[src/rtl/tmr_pkg.sv]
// Shared types and register addresses for the dual timer/counter unit.
package tmr_pkg;
    localparam int BYTE_W = 8;

    typedef enum logic [1:0] {
        M_13BIT   = 2'd0,
        M_16BIT   = 2'd1,
        M_RELOAD8 = 2'd2,
        M_SPLIT   = 2'd3
    } tmode_e;

    typedef struct packed {
        logic   gate;
        logic   ext;
        tmode_e mode;
    } chan_cfg_t;

    localparam logic [2:0] A_MODE = 3'd0;
    localparam logic [2:0] A_RUNF = 3'd1;
    localparam logic [2:0] A_T0L  = 3'd2;
    localparam logic [2:0] A_T0H  = 3'd3;
    localparam logic [2:0] A_T1L  = 3'd4;
    localparam logic [2:0] A_T1H  = 3'd5;
endpackage

[src/rtl/tmr_tick_gen.sv]
// Machine-cycle tick generator.
// Emits a one-clock pulse once every DIV clocks. The first pulse comes
// DIV clocks after reset. Assumes DIV >= 2.
module tmr_tick_gen #(
    parameter int DIV = 12
) (
    input  logic clk,
    input  logic rst_n,
    output logic tick_o
);
    localparam int CW = $clog2(DIV);

    logic [CW-1:0] cnt_q;

    assign tick_o = (cnt_q == CW'(DIV - 1));

    // Wrap-around divider counter.
    always_ff @(posedge clk) begin
        if (!rst_n)      cnt_q <= '0;
        else if (tick_o) cnt_q <= '0;
        else             cnt_q <= cnt_q + 1'b1;
    end
endmodule

[src/rtl/tmr_edge_sense.sv]
// Falling-edge detector, sampled at the machine-cycle rate.
// Keeps the pin level seen at the previous tick. Reports an event on a
// tick that sees low right after a tick that saw high.
// Assumes pin_i is already synchronous to clk.
module tmr_edge_sense (
    input  logic clk,
    input  logic rst_n,
    input  logic tick_i,
    input  logic pin_i,
    output logic fall_o
);
    logic prev_q;

    assign fall_o = tick_i & prev_q & ~pin_i;

    // Record the pin level at each tick.
    always_ff @(posedge clk) begin
        if (!rst_n)      prev_q <= 1'b0;
        else if (tick_i) prev_q <= pin_i;
    end
endmodule

[src/rtl/tmr_channel.sv]
// One timer channel: a low byte and a high byte with four count modes.
// inc_i advances the main counter. inc_hi_i advances the high byte, and
// only in split mode. A byte write beats an increment of that byte.
// An overflow pulse is dropped in any cycle where a write touches the
// counter that overflowed.
module tmr_channel
    import tmr_pkg::*;
#(
    parameter int PRE_W = 5
) (
    input  logic              clk,
    input  logic              rst_n,
    input  tmode_e            mode_i,
    input  logic              inc_i,
    input  logic              inc_hi_i,
    input  logic              wr_lo_i,
    input  logic              wr_hi_i,
    input  logic [BYTE_W-1:0] wdata_i,
    output logic [BYTE_W-1:0] lo_o,
    output logic [BYTE_W-1:0] hi_o,
    output logic              ovf_o,
    output logic              ovf_hi_o
);
    localparam logic [BYTE_W-1:0] BMAX = '1;

    logic [BYTE_W-1:0] lo_q, hi_q, lo_n, hi_n;
    logic              ovf_raw, ovf_hi_raw;

    // Next-state count logic for the selected mode.
    always_comb begin
        lo_n       = lo_q;
        hi_n       = hi_q;
        ovf_raw    = 1'b0;
        ovf_hi_raw = 1'b0;
        unique case (mode_i)
            M_13BIT: if (inc_i) begin
                if (lo_q[PRE_W-1:0] == '1) begin
                    lo_n[PRE_W-1:0] = '0;
                    hi_n            = hi_q + 1'b1;
                    ovf_raw         = (hi_q == BMAX);
                end else begin
                    lo_n[PRE_W-1:0] = PRE_W'(lo_q[PRE_W-1:0] + 1'b1);
                end
            end
            M_16BIT: if (inc_i) begin
                {hi_n, lo_n} = {hi_q, lo_q} + 1'b1;
                ovf_raw      = ({hi_q, lo_q} == {BMAX, BMAX});
            end
            M_RELOAD8: if (inc_i) begin
                if (lo_q == BMAX) begin
                    lo_n    = hi_q;
                    ovf_raw = 1'b1;
                end else begin
                    lo_n = lo_q + 1'b1;
                end
            end
            M_SPLIT: begin
                if (inc_i) begin
                    lo_n    = lo_q + 1'b1;
                    ovf_raw = (lo_q == BMAX);
                end
                if (inc_hi_i) begin
                    hi_n       = hi_q + 1'b1;
                    ovf_hi_raw = (hi_q == BMAX);
                end
            end
            default: ;
        endcase
        if (wr_lo_i) lo_n = wdata_i;
        if (wr_hi_i) hi_n = wdata_i;
    end

    // Suppress overflow when a write overrides the counter that wrapped.
    always_comb begin
        if (mode_i == M_SPLIT) begin
            ovf_o    = ovf_raw & ~wr_lo_i;
            ovf_hi_o = ovf_hi_raw & ~wr_hi_i;
        end else begin
            ovf_o    = ovf_raw & ~(wr_lo_i | wr_hi_i);
            ovf_hi_o = 1'b0;
        end
    end

    // Count byte registers.
    always_ff @(posedge clk) begin
        if (!rst_n) begin
            lo_q <= '0;
            hi_q <= '0;
        end else begin
            lo_q <= lo_n;
            hi_q <= hi_n;
        end
    end

    assign lo_o = lo_q;
    assign hi_o = hi_q;
endmodule

[src/rtl/dual_tmr_top.sv]
// Dual timer/counter unit: two channels, a mode byte, a run/flag byte.
// Assumes all pins are synchronous to clk and that writes are one byte
// per cycle. T0 split mode takes over T1's run bit and flag for the T0
// high byte. T1 then counts freely.
module dual_tmr_top
    import tmr_pkg::*;
#(
    parameter int MC_DIV = 12,
    parameter int PRE_W  = 5
) (
    input  logic              clk,
    input  logic              rst_n,
    input  logic [1:0]        ext_cnt_i,
    input  logic [1:0]        gate_pin_i,
    input  logic              wr_en_i,
    input  logic [2:0]        wr_addr_i,
    input  logic [BYTE_W-1:0] wr_data_i,
    input  logic [2:0]        rd_addr_i,
    output logic [BYTE_W-1:0] rd_data_o,
    input  logic [1:0]        ack_i,
    output logic [1:0]        ovf_o
);
    localparam int NCH = 2;

    logic              tick;
    logic [BYTE_W-1:0] mode_q;
    logic [NCH-1:0]    run_q, flag_q, flag_n;
    chan_cfg_t         cfg    [NCH];
    logic [NCH-1:0]    fall, src, inc, inc_hi, wr_lo, wr_hi;
    logic [NCH-1:0]    ovf_main, ovf_split, set;
    logic [BYTE_W-1:0] lo     [NCH];
    logic [BYTE_W-1:0] hi     [NCH];
    logic [15:0]       t0_cnt, t1_cnt;
    logic              t0_split, t1_hold, wr_runf;

    tmr_tick_gen #(.DIV(MC_DIV)) u_tick (
        .clk   (clk),
        .rst_n (rst_n),
        .tick_o(tick)
    );

    assign cfg[0]   = chan_cfg_t'(mode_q[3:0]);
    assign cfg[1]   = chan_cfg_t'(mode_q[7:4]);
    assign t0_split = (cfg[0].mode == M_SPLIT);
    assign t1_hold  = (cfg[1].mode == M_SPLIT);

    for (genvar i = 0; i < NCH; i++) begin : g_ch
        tmr_edge_sense u_edge (
            .clk   (clk),
            .rst_n (rst_n),
            .tick_i(tick),
            .pin_i (ext_cnt_i[i]),
            .fall_o(fall[i])
        );

        assign src[i]   = cfg[i].ext ? fall[i] : tick;
        assign wr_lo[i] = wr_en_i && (wr_addr_i == A_T0L + 3'(2 * i));
        assign wr_hi[i] = wr_en_i && (wr_addr_i == A_T0H + 3'(2 * i));

        tmr_channel #(.PRE_W(PRE_W)) u_chan (
            .clk     (clk),
            .rst_n   (rst_n),
            .mode_i  (cfg[i].mode),
            .inc_i   (inc[i]),
            .inc_hi_i(inc_hi[i]),
            .wr_lo_i (wr_lo[i]),
            .wr_hi_i (wr_hi[i]),
            .wdata_i (wr_data_i),
            .lo_o    (lo[i]),
            .hi_o    (hi[i]),
            .ovf_o   (ovf_main[i]),
            .ovf_hi_o(ovf_split[i])
        );
    end

    // Count enables: run and gate control, with T1 freed during T0 split.
    always_comb begin
        inc[0]    = run_q[0] & (~cfg[0].gate | gate_pin_i[0]) & src[0];
        inc_hi[0] = t0_split & run_q[1] & tick;
        inc_hi[1] = 1'b0;
        if (t1_hold)       inc[1] = 1'b0;
        else if (t0_split) inc[1] = src[1];
        else               inc[1] = run_q[1] & (~cfg[1].gate | gate_pin_i[1]) & src[1];
    end

    // Flag set sources: T1 flag follows the T0 high byte in split mode.
    assign set[0] = ovf_main[0];
    assign set[1] = t0_split ? ovf_split[0] : (ovf_main[1] | ovf_split[1]);

    assign wr_runf = wr_en_i && (wr_addr_i == A_RUNF);

    // Flag next state: software clear, then acknowledge, then hardware set.
    always_comb begin
        for (int i = 0; i < NCH; i++) begin
            flag_n[i] = flag_q[i];
            if (wr_runf)  flag_n[i] = flag_q[i] & wr_data_i[2*i+1];
            if (ack_i[i]) flag_n[i] = 1'b0;
            if (set[i])   flag_n[i] = 1'b1;
        end
    end

    // Control registers: mode byte, run bits and flags.
    always_ff @(posedge clk) begin
        if (!rst_n) begin
            mode_q <= '0;
            run_q  <= '0;
            flag_q <= '0;
        end else begin
            if (wr_en_i && wr_addr_i == A_MODE) mode_q <= wr_data_i;
            if (wr_runf) run_q <= {wr_data_i[2], wr_data_i[0]};
            flag_q <= flag_n;
        end
    end

    assign t0_cnt = {hi[0], lo[0]};
    assign t1_cnt = {hi[1], lo[1]};
    assign ovf_o  = flag_q;

    // Combinational register readback.
    always_comb begin
        unique case (rd_addr_i)
            A_MODE:  rd_data_o = mode_q;
            A_RUNF:  rd_data_o = {4'b0, flag_q[1], run_q[1], flag_q[0], run_q[0]};
            A_T0L:   rd_data_o = t0_cnt[7:0];
            A_T0H:   rd_data_o = t0_cnt[15:8];
            A_T1L:   rd_data_o = t1_cnt[7:0];
            A_T1H:   rd_data_o = t1_cnt[15:8];
            default: rd_data_o = '0;
        endcase
    end
endmodule

[config.mk]
export PLATFORM = sky130hd
export DESIGN_NAME = dual_tmr_top
export DESIGN_NICKNAME = d
export VERILOG_FILES = /design/src/rtl/tmr_pkg.sv /design/src/rtl/tmr_tick_gen.sv /design/src/rtl/tmr_edge_sense.sv /design/src/rtl/tmr_channel.sv /design/src/rtl/dual_tmr_top.sv
export SDC_FILE = /design/constraint.sdc
export NUM_CORES = 1
export LEC_CHECK = 0
export BUFFER_PORTS_ARGS = -buffer_cell sky130_fd_sc_hd__buf_2
export CAP_MARGIN = 10
export CORE_MARGIN = 10
export CORE_UTILIZATION = 54
export CTS_BUF_LIST = sky130_fd_sc_hd__clkbuf_8 sky130_fd_sc_hd__clkbuf_16
export CTS_CLUSTER_SIZE = 12
export DETAILED_ROUTE_END_ITERATION = 8
export PLACE_DENSITY = 0.79
export SLEW_MARGIN = 20
export SYNTH_ARGS = -nofsm -noshare
export SYNTH_HDL_FRONTEND = slang
export SYNTH_SLANG_ARGS = --single-unit
[constraint.sdc]
create_clock -name clk -period 2.1 [get_ports clk]
set_clock_uncertainty 0.1 [all_clocks]
set_input_delay 0.105 -clock clk [delete_from_list [all_inputs] [get_ports clk]]
set_output_delay 0.105 -clock clk [all_outputs]
set_load 0.1 [all_outputs]
==> metrics, run 1 <==
final core occ=0.7109; synthesized area=0.003601 mm2; Critical Path Sink Type=register; slowest cell delay on critical path=380 ps; final setup fails=1; initial antenna violation count=0; min Tclk post-route=2101 ps; Synth top area share=0.2780; Netlist cell types=56; fin worst setup slack=-1.208 ps; Residual DRC=0; chip width=101.7 um; core region area=0.006422 mm2; maxcap violations=0; CTS max path bufs=2; final period utilization=1.001; Initial DRT Pass Iterations=5; Final nets=573; Remaining Overflow, GRT=0; status=complete, but fails checks; count leader, synth=nand2_1; CP Data Required Time=2200 ps; leak pwr=0.001669 uW; Synth Register Bits=50; number of CTS-inserted buffers=5; Rel. slew slack=0.5433; row cnt=29; Min-Delay Path Class=in -> reg; Synth top cells by count=nand2_1 (65), dfxtp_1 (50), o21ai_0 (45), nor2_1 (29), a21oi_1 (26); number of synthesized flops with an enable pin=0; DR iter-0 viols=422; io pins=33; FF-to-FF path depth=9; Routed Antenna Nets=0; Critical Path End=g_ch[0].u_chan.hi_o[2]; Power Total=2024 uW; largest net degree at the start of global routing=36; GP Congestion=0.9963; n_diodes=0; Fin. Hold Viols=0; worst skew pair latency=310 ps; cell count after synthesis=474; CP startpoint kind=register; Avg WL per Cell=19.76 um; htree depth=2; clock sinks=50; first-pass GRT wire length=19.29 mm; crit path max-delay cell type=dfxtp_4; gr usage total=0.2308; Slew @ Worst Pin=685.1 ps; top cells by area, synth=dfxtp_1 (28%), nand2_1 (6.8%), o21ai_0 (6.3%), mux2i_1 (5.0%), ha_1 (4.2%); VDD IR-drop max=0.3365 mV; CP arrival=2210 ps; clk slew on worst S/H paths=100 ps; Power per Cell Area=443.3 mW/mm2; DR vias/cell=6.601; most used cell, CP=buf_4; Worst Setup SP=u_tick.cnt_q[0]; final WL=12.17 mm; area leader, netlist=dfxtp_1; worst path buffer plus inverter count=2; Die Footprint=0.01033 mm2; HPWL Detailed=8.929 mm; PortBufs=32; CP cell instances=ha_4 -> nand3b_4 -> buf_4 -> nor4b_2 -> nor2_2 -> a221oi_2 -> buf_4 -> nand4_1 -> nor3b_2; failing checks=negative setup slack; cell count along the critical path=9; CP top delay family=simple AND/OR/NAND/NOR gates; Via Count=4066; vias in the first global route=3864; Area Overhead vs Synth=26.79%; Worst Hold Depth=3; Reg-to-Reg End=g_ch[0].u_chan.hi_o[2]; sequential area share after synthesis=0.2780; RSZ-0062 raised after global routing=yes; ys async rst share=0; Initial Util=0.5607; share of cells above drive strength 1=0.2430; max-slew violations=0; Max Freq=0.4759 GHz; root buffer cell=clkbuf_8; dominant synthesized flop cell=dfxtp_1; synthesized area per cell=7.597 um2; CP Max Fanout=6; Crit Path Class=reg -> reg; Syn. warnings=0; reg2reg start=u_tick.cnt_q[0]; CTS tree=done; syn nets=509; register-to-register setup slack=-1 ps; Die Y=101.7 um; fillers=494
## placed cells by master (no fill, tap or decap), drive strengths merged, types with 9 or more instances in the layout
cell / synthesis / final
ha: 12 / 12
nor2b: 13 / 13
inv: 12 / 12
a211oi: 12 / 12
nand2: 65 / 65
buf: 9 / 77
mux2i: 18 / 18
a21oi: 26 / 26
a21boi: 13 / 13
nand3: 22 / 22
and3: 9 / 9
dfxtp: 50 / 50
nand4: 16 / 16
o21ai: 45 / 45
xnor2: 13 / 13
nor2: 29 / 29
nor3: 12 / 12
## routing by layer
metal | global-route usage | up-vias | part of all wire
met5 | 0 | - | 0
met4 | 0.08251 | 0 | 0.026
met3 | 0.05514 | 32 | 0.11
met2 | 0.3504 | 254 | 0.44
met1 | 0.3102 | 1893 | 0.42
li1 | - | 1887 | -
## power by group
| part | internal, uW | switching [uW] | leakage (uW) |
|---|---|---|---|
| combinational | 150 | 229 | 0.00121 |
| clock | 266 | 354 | 0.0000472 |
| sequential | 980 | 44.9 | 0.000408 |
## cells by family (layout without fill, tap and decap cells)
family | after synthesis | in the layout | share of synthesized area
adders and majority gates | 12 | 12 | 0.04169
xor gates and xnor gates | 21 | 21 | 0.05108
muxes | 19 | 19 | 0.05629
buffers and inverters | 38 | 103 | 0.04100
DFF | 50 | 50 | 0.2780
and+or+nand+nor | 188 | 188 | 0.2603
AOI/OAI and AO/OA | 146 | 146 | 0.2717
## tightest hold or removal path, delay by kind of cell
family	cells	cell delay, ps
compound gates	1	70
buf+inv	1	160
simple gates	1	60
## flip-flops by register name (all words and copies together) (netlist names)
| signal | flops |
|---|---|
| g_ch.u_chan.hi_o | 16 |
| g_ch.u_chan.lo_o | 16 |
| mode_q | 8 |
| u_tick.cnt_q | 4 |
| g_ch.u_edge.prev_q | 2 |
| ovf_o | 2 |
| run_q | 2 |
## layout make-up
cell class              instances  area (um2)  share of cell area
clock inverters                 2       12.51            0.002740
multi-input cells             386        2674              0.5856
repair buffers                 83       645.6              0.1414
flip-flops and latches         50        1010              0.2212
well taps                      77       96.34             0.02110
inverters                      12       45.04            0.009866
clock buffers                   6       82.58             0.01809
## worst min-delay path by stage
stage            startpoint                     end  slack [ps]
2_1_floorplan  wr_data_i[6]  g_ch[0].u_chan.lo_o[6]         140
4_1_cts        wr_data_i[3]  g_ch[1].u_chan.lo_o[3]          20
5_1_grt        wr_data_i[3]  g_ch[1].u_chan.lo_o[3]          30
3_3_place_gp   ext_cnt_i[1]   g_ch[1].u_edge.prev_q         270
3_5_place_dp   ext_cnt_i[0]   g_ch[0].u_edge.prev_q         280
6_report       wr_data_i[6]               mode_q[6]          30
## stage by stage
step / instance area (um2) / setup slack (ps) / cells / TNS [ps] / hold slack, ps
6_report: 4566 / -1.208 / 616 / -1.208 / 29.30
5_1_grt: 4566 / -159.6 / 616 / -695.8 / 34.69
4_1_cts: 4404 / 7.611 / 612 / 0 / 22.23
3_5_place_dp: 4254 / -43.93 / 599 / -85.72 / 280.2
3_3_place_gp: 4254 / 28.82 / 599 / 0 / 268.1
2_1_floorplan: 3697 / -300.2 / 474 / -300.2 / 135.4
## what timing repair did
item	in CTS	in global routing
hold buffers	4	0
pin swaps	1	10
cloned	0	0
endpoints found under the setup margin	11	27
endpoints found under the hold margin	4	0
setup buffers	1	4
resized for setup	2	32
Power figures use the tool's default switching activity.
==> run 2, diff against run 1 <==
--- a/config.mk
+++ b/config.mk
@@ -8,11 +8,11 @@
 export BUFFER_PORTS_ARGS = -buffer_cell sky130_fd_sc_hd__buf_2
 export CAP_MARGIN = 10
 export CORE_MARGIN = 10
-export CORE_UTILIZATION = 54
+export CORE_UTILIZATION = 55
 export CTS_BUF_LIST = sky130_fd_sc_hd__clkbuf_8 sky130_fd_sc_hd__clkbuf_16
 export CTS_CLUSTER_SIZE = 12
 export DETAILED_ROUTE_END_ITERATION = 8
-export PLACE_DENSITY = 0.79
+export PLACE_DENSITY = 0.78
 export SLEW_MARGIN = 20
 export SYNTH_ARGS = -nofsm -noshare
 export SYNTH_HDL_FRONTEND = slang
==> constraint.sdc (replaced) <==
create_clock -name clk -period 2.3 [get_ports clk]
set_clock_uncertainty 0.1 [all_clocks]
set_input_delay 0.115 -clock clk [delete_from_list [all_inputs] [get_ports clk]]
set_output_delay 0.115 -clock clk [all_outputs]
set_load 0.1 [all_outputs]
==> metrics, run 2 (same netlist as run 1, synthesis figures left out) <==
first-pass GRT wire length=18.80 mm (-2.6%); Fin. Hold Viols=0 (unchanged); combinational share of power=0.164 (-0.023); Initial Util=0.5671 (+0.006408); Final nets=550 (-4.0%); PortBufs=32 (unchanged); final core occ=0.6654 (-0.04547); DR iter-0 viols=366 (-13%); sw frac=0.2980 (-0.01229); core region area=0.006350 mm2 (-1.1%); Max Freq=0.4587 GHz; Switching Power=563.5 uW (-10%); io pins=33 (unchanged); met3 usage=0.04870 (-0.006443); VDD IR-drop max=0.3360 mV (-0.14%); clk slew on worst S/H paths=100 ps (about the same); worst skew pair latency=310 ps (about the same); chip width=100.9 um (-0.73%); final WL=11.66 mm (-4.2%); status=finished, final reports clean; CP Max Fanout=4 (-2); final setup fails=0 (-1); Die Footprint=0.01018 mm2 (-1.5%); Via Count=3828 (-5.9%); WHS=16.66 ps (-12.64 ps); leak pwr=0.001508 uW (-9.7%); row cnt=29 (unchanged); HPWL Detailed=8.751 mm (-2.0%); Routed Antenna Nets=0 (unchanged); maxcap violations=0 (unchanged); share of cells above drive strength 1=0.1919 (-0.05118); number of CTS-inserted buffers=5 (unchanged); clock network power share=0.341 (+0.034); gr busiest metal=met2; vias in the first global route=3569 (-7.6%); Rel. slew slack=0.4253 (-0.1180); grt met1 use=0.3172 (+0.007036); Min-Delay Path Class=in -> reg; sequential share of power=0.495 (-0.011); CTS max path bufs=2 (unchanged); largest net degree at the start of global routing=25 (-31%); CTS tree=done; CP arrival=2290 ps (+80 ps); Initial DRT Pass Iterations=5 (unchanged); htree depth=2 (unchanged); Power per Cell Area=447.6 mW/mm2 (+0.97%); DR vias/cell=6.455 (-2.2%); Area Overhead vs Synth=17.34%; commonest cells after routing, fill and taps aside=nand2_1 (65), dfxtp_1 (48), o21ai_0 (45); Die Y=100.9 um (-0.73%); CP startpoint kind=input port; Critical Path Sink Type=register; n_diodes=0 (unchanged); gr usage total=0.2262 (-0.004612); initial antenna violation count=0 (unchanged); Residual DRC=0 (unchanged); max-slew violations=0 (unchanged); grt met2 use=0.3366 (-0.01379); internal power=1328 uW (-4.9%); Avg WL per Cell=19.66 um (-0.49%); Slew @ Worst Pin=855.4 ps (+170.4 ps); most common cell after layout, fill and taps aside=nand2_1; final period utilization=0.9479; GP Congestion=1.017 (+2.1%); Crit Path Class=in -> reg; root buffer cell=clkbuf_8; clock sinks=50 (unchanged); Remaining Overflow, GRT=0 (unchanged); min Tclk post-route=2180 ps; CP Data Required Time=2410 ps (+210 ps); RSZ-0062 raised after global routing=no
## run 2: cell count changes in the layout (fill, tap and decap cells not counted), sizes merged
cell         change
buf             -20
bufinv           +1
clkbuf           -3
clkinv           -1
dlygate4sd3      -1
inv              +1
## run 2: path summary, 6_finish.rpt
kind | startpoint | endpoint | slack (ps) | depth (start not counted)
min | wr_data_i[4] | mode_q[4] | 20 | 3
max reg2reg | g_ch[0].u_chan.lo_o[1] | g_ch[0].u_chan.lo_o[2] | 140 | 8
max | ext_cnt_i[0] | g_ch[0].u_chan.lo_o[5] | 120 | 8
min reg2reg | u_tick.cnt_q[0] | u_tick.cnt_q[0] | 360 | 1
## run 2: power groups by stage
stage               combinational (uW)  sequential, uW  clock, uW
detailed placement                 292             955          0
floorplan                          199             942          0
global placement                   288             954          0
global route                       333             941        686
finish                             309             937        645
CTS                                297             935        653
## run 2: stage by stage
stage                     instance area, um2  setup TNS, ps  instances  total power, uW  setup slack, ps
final                                   4225              0        593             1891            119.8
after global routing                    4225              0        593             1960            11.15
after CTS                               4136              0        592             1885            47.84
after detailed placement                3996              0        581             1247            77.82
after global placement                  3996              0        581             1242            118.3
after floorplan                         3662         -110.2        474             1140           -110.2
## run 2: layout make-up
cell class / count / area [um2]
inverter: 12 / 45.04
fill: 564 / 2125
sequential: 50 / 1003
tap: 77 / 96.34
clock inverter: 3 / 41.29
timing repair buffer: 60 / 377.9
clock buffer: 5 / 68.82
multi-input combinational: 386 / 2592
## run 2: repair_timing
item | CTS | global route
setup buffers | 0 | 1
hold endpoints to repair | 3 | 0
endpoints found under the setup margin | 0 | 19
gates resized for setup | 0 | 18
hold buffers | 3 | 0
## run 2: per-layer routing
layer,share of wire,vias up
li1,-,1831
met1,0.45,1772
met2,0.44,199
met3,0.093,26
met4,0.023,0
met5,0,-
## run 2: worst max-delay path, cell delays in order
cell	delay [ps]
dlygate4sd3_1	530
buf_2	120
nand2b_1	200
a2111oi_4	540
o31a_1	340
nand2_1	110
a211oi_1	260
nor3_1	70
==> run 3, diff against run 2 <==
--- a/config.mk
+++ b/config.mk
@@ -8,11 +8,11 @@
 export BUFFER_PORTS_ARGS = -buffer_cell sky130_fd_sc_hd__buf_2
 export CAP_MARGIN = 10
 export CORE_MARGIN = 10
-export CORE_UTILIZATION = 55
+export CORE_UTILIZATION = 54
 export CTS_BUF_LIST = sky130_fd_sc_hd__clkbuf_8 sky130_fd_sc_hd__clkbuf_16
 export CTS_CLUSTER_SIZE = 12
 export DETAILED_ROUTE_END_ITERATION = 8
-export PLACE_DENSITY = 0.78
+export PLACE_DENSITY = 0.79
 export SLEW_MARGIN = 20
 export SYNTH_ARGS = -nofsm -noshare
 export SYNTH_HDL_FRONTEND = slang
==> constraint.sdc (replaced) <==
create_clock -name clk -period 2 [get_ports clk]
set_clock_uncertainty 0.1 [all_clocks]
set_input_delay 0.1 -clock clk [delete_from_list [all_inputs] [get_ports clk]]
set_output_delay 0.1 -clock clk [all_outputs]
set_load 0.1 [all_outputs]
==> metrics, run 3 (same netlist as run 1, synthesis figures left out) <==
Critical Path Sink Type=register; GP Congestion=1.003 (-1.4%); CP top delay family=simple AND/OR/NAND/NOR gates; CTS tree=done; Rel. slew slack=0.5890 (+0.1637); commonest cells after routing, fill and taps aside=buf_4 (68), nand2_1 (65), o21ai_0 (40); final setup fails=9 (+9); CP startpoint kind=register; worst path buffer plus inverter count=1 (-1); core region area=0.006422 mm2 (+1.1%); share of cells above drive strength 1=0.3292 (+0.1373); worst skew pair latency=320 ps (about the same); clk slew on worst S/H paths=110 ps (about the same); Slew @ Worst Pin=616.5 ps (-238.9 ps); row cnt=29 (unchanged); final WL=14.57 mm (+25%); Fin. Hold Viols=0 (unchanged); VDD IR-drop max=0.3254 mV (-3.1%); n_diodes=0 (unchanged); Initial Util=0.5607 (-0.006408); Routed Antenna Nets=0 (unchanged); leak pwr=0.001801 uW (+19%); Min-Delay Path Class=in -> reg; Residual DRC=1 (+1); Power per Cell Area=458.9 mW/mm2 (+2.5%); HPWL Detailed=9.298 mm (+6.3%); Power Total=2304 uW (+22%); Placed Cells=617 (+6.2%); initial antenna violation count=0 (unchanged); final period utilization=1.104; CP Data Required Time=2110 ps (-300 ps); Avg WL per Cell=22.80 um (+16%); Die Footprint=0.01033 mm2 (+1.5%); failing checks=design-rule violations, negative setup slack; min Tclk post-route=2208 ps; root buffer cell=clkbuf_8; largest net degree at the start of global routing=30 (+20%); DR vias/cell=7.020 (+8.8%); CTS max path bufs=2 (unchanged); status=complete, but fails checks; most common cell after layout, fill and taps aside=buf_4; Max Freq=0.4529 GHz; vias in the first global route=4056 (+14%); Final nets=596 (+8.4%); Die Y=101.7 um (+0.74%); gr usage total=0.2455 (+0.01932); number of CTS-inserted buffers=5 (unchanged); max-slew violations=0 (unchanged); Crit Path Class=reg -> reg; crit path max-delay cell type=nor4b_4; chip width=101.7 um (+0.74%); PortBufs=32 (unchanged); Initial DRT Pass Iterations=9 (+4); Via Count=4486 (+17%); Area Overhead vs Synth=39.40%; fin worst setup slack=-208.1 ps (-327.9 ps); CP Max Fanout=6 (+2); io pins=33 (unchanged); Finished Layout Cells=639 (+7.8%); DR iter-0 viols=642 (+75%); htree depth=2 (unchanged); clock sinks=50 (unchanged); CP cell instances=inv_1 -> ha_1 -> nor4b_4 -> nor2_4 -> a221oi_4 -> nand4_1 -> nor3b_2; CP arrival=2320 ps (+30 ps); fillers=411 (-27%); maxcap violations=0 (unchanged); first-pass GRT wire length=20.37 mm (+8.4%); RSZ-0062 raised after global routing=yes; register area=0.001018 mm2 (+1.5%); Remaining Overflow, GRT=0 (unchanged); multi-input logic area=0.002864 mm2 (+10%); slowest cell delay on critical path=400 ps (-140 ps)
## run 3: cell count changes in the layout (fill, tap and decap cells not counted), sizes merged
| cell | previous run | this run |
|---|---|---|
| clkinvlp | 1 | 0 |
| clkinv | 0 | 1 |
| buf | 57 | 103 |
## run 3: path summary, 6_finish.rpt
kind	from	endpoint	slack, ps	cells past startpoint
worst max register to register	mode_q[0]	g_ch[0].u_chan.hi_o[2]	-210	7
worst min-delay path	wr_data_i[4]	g_ch[1].u_chan.lo_o[4]	30	3
worst min register to register	g_ch[1].u_edge.prev_q	g_ch[1].u_edge.prev_q	400	2
worst max-delay path	mode_q[0]	g_ch[0].u_chan.hi_o[2]	-210	7
## run 3: report_power, final
group | switching (uW) | internal, uW
Clock | 385 | 376
Combinational | 283 | 183
Sequential | 45.6 | 1030
## run 3: per-stage QoR
step / utilization / hold WS, ps / TNS (ps) / instance area, um2 / setup WS, ps
2_1_floorplan: - / 130.3 / 0 / 3757 / 7.908
3_3_place_gp: 0.6998 / 264.9 / -9.584 / 4494 / -9.584
3_5_place_dp: 0.6998 / 283.9 / -453.4 / 4494 / -93.12
4_1_cts: 0.7430 / 20.75 / -19.98 / 4772 / -9.437
5_1_grt: 0.7816 / 18.94 / -1834 / 5020 / -241.3
6_report: 0.7816 / 34.74 / -1201 / 5020 / -208.1
## run 3: area by class of cell
cell class              instances  area share
well taps                      77     0.01919
repair buffers                106      0.1755
clock buffers                   5     0.01371
multi-input cells             386      0.5705
flip-flops and latches         50      0.2029
inverters                      12    0.009472
clock inverters                 3    0.008724
## run 3: repair_timing
action / in CTS / in global routing
buffers inserted: 4 / 7
pin swaps: 7 / 16
hold endpoints to repair: 3 / 0
resized for setup: 21 / 48
setup endpoints to repair: 20 / 34
gates cloned: 0 / 0
hold buffers: 3 / 0
## run 3: tightest hold or removal path: stages
cell and delay [ps]:
buf_2 170, nand3_1 80, o21ai_1 60
## run 3: routing by layer
layer | part of all wire | vias up | track usage
li1 | - | 1930 | -
met1 | 0.37 | 2038 | 0.3115
met2 | 0.44 | 405 | 0.3817
met3 | 0.12 | 113 | 0.06603
met4 | 0.067 | 0 | 0.1078
met5 | 0 | - | 0
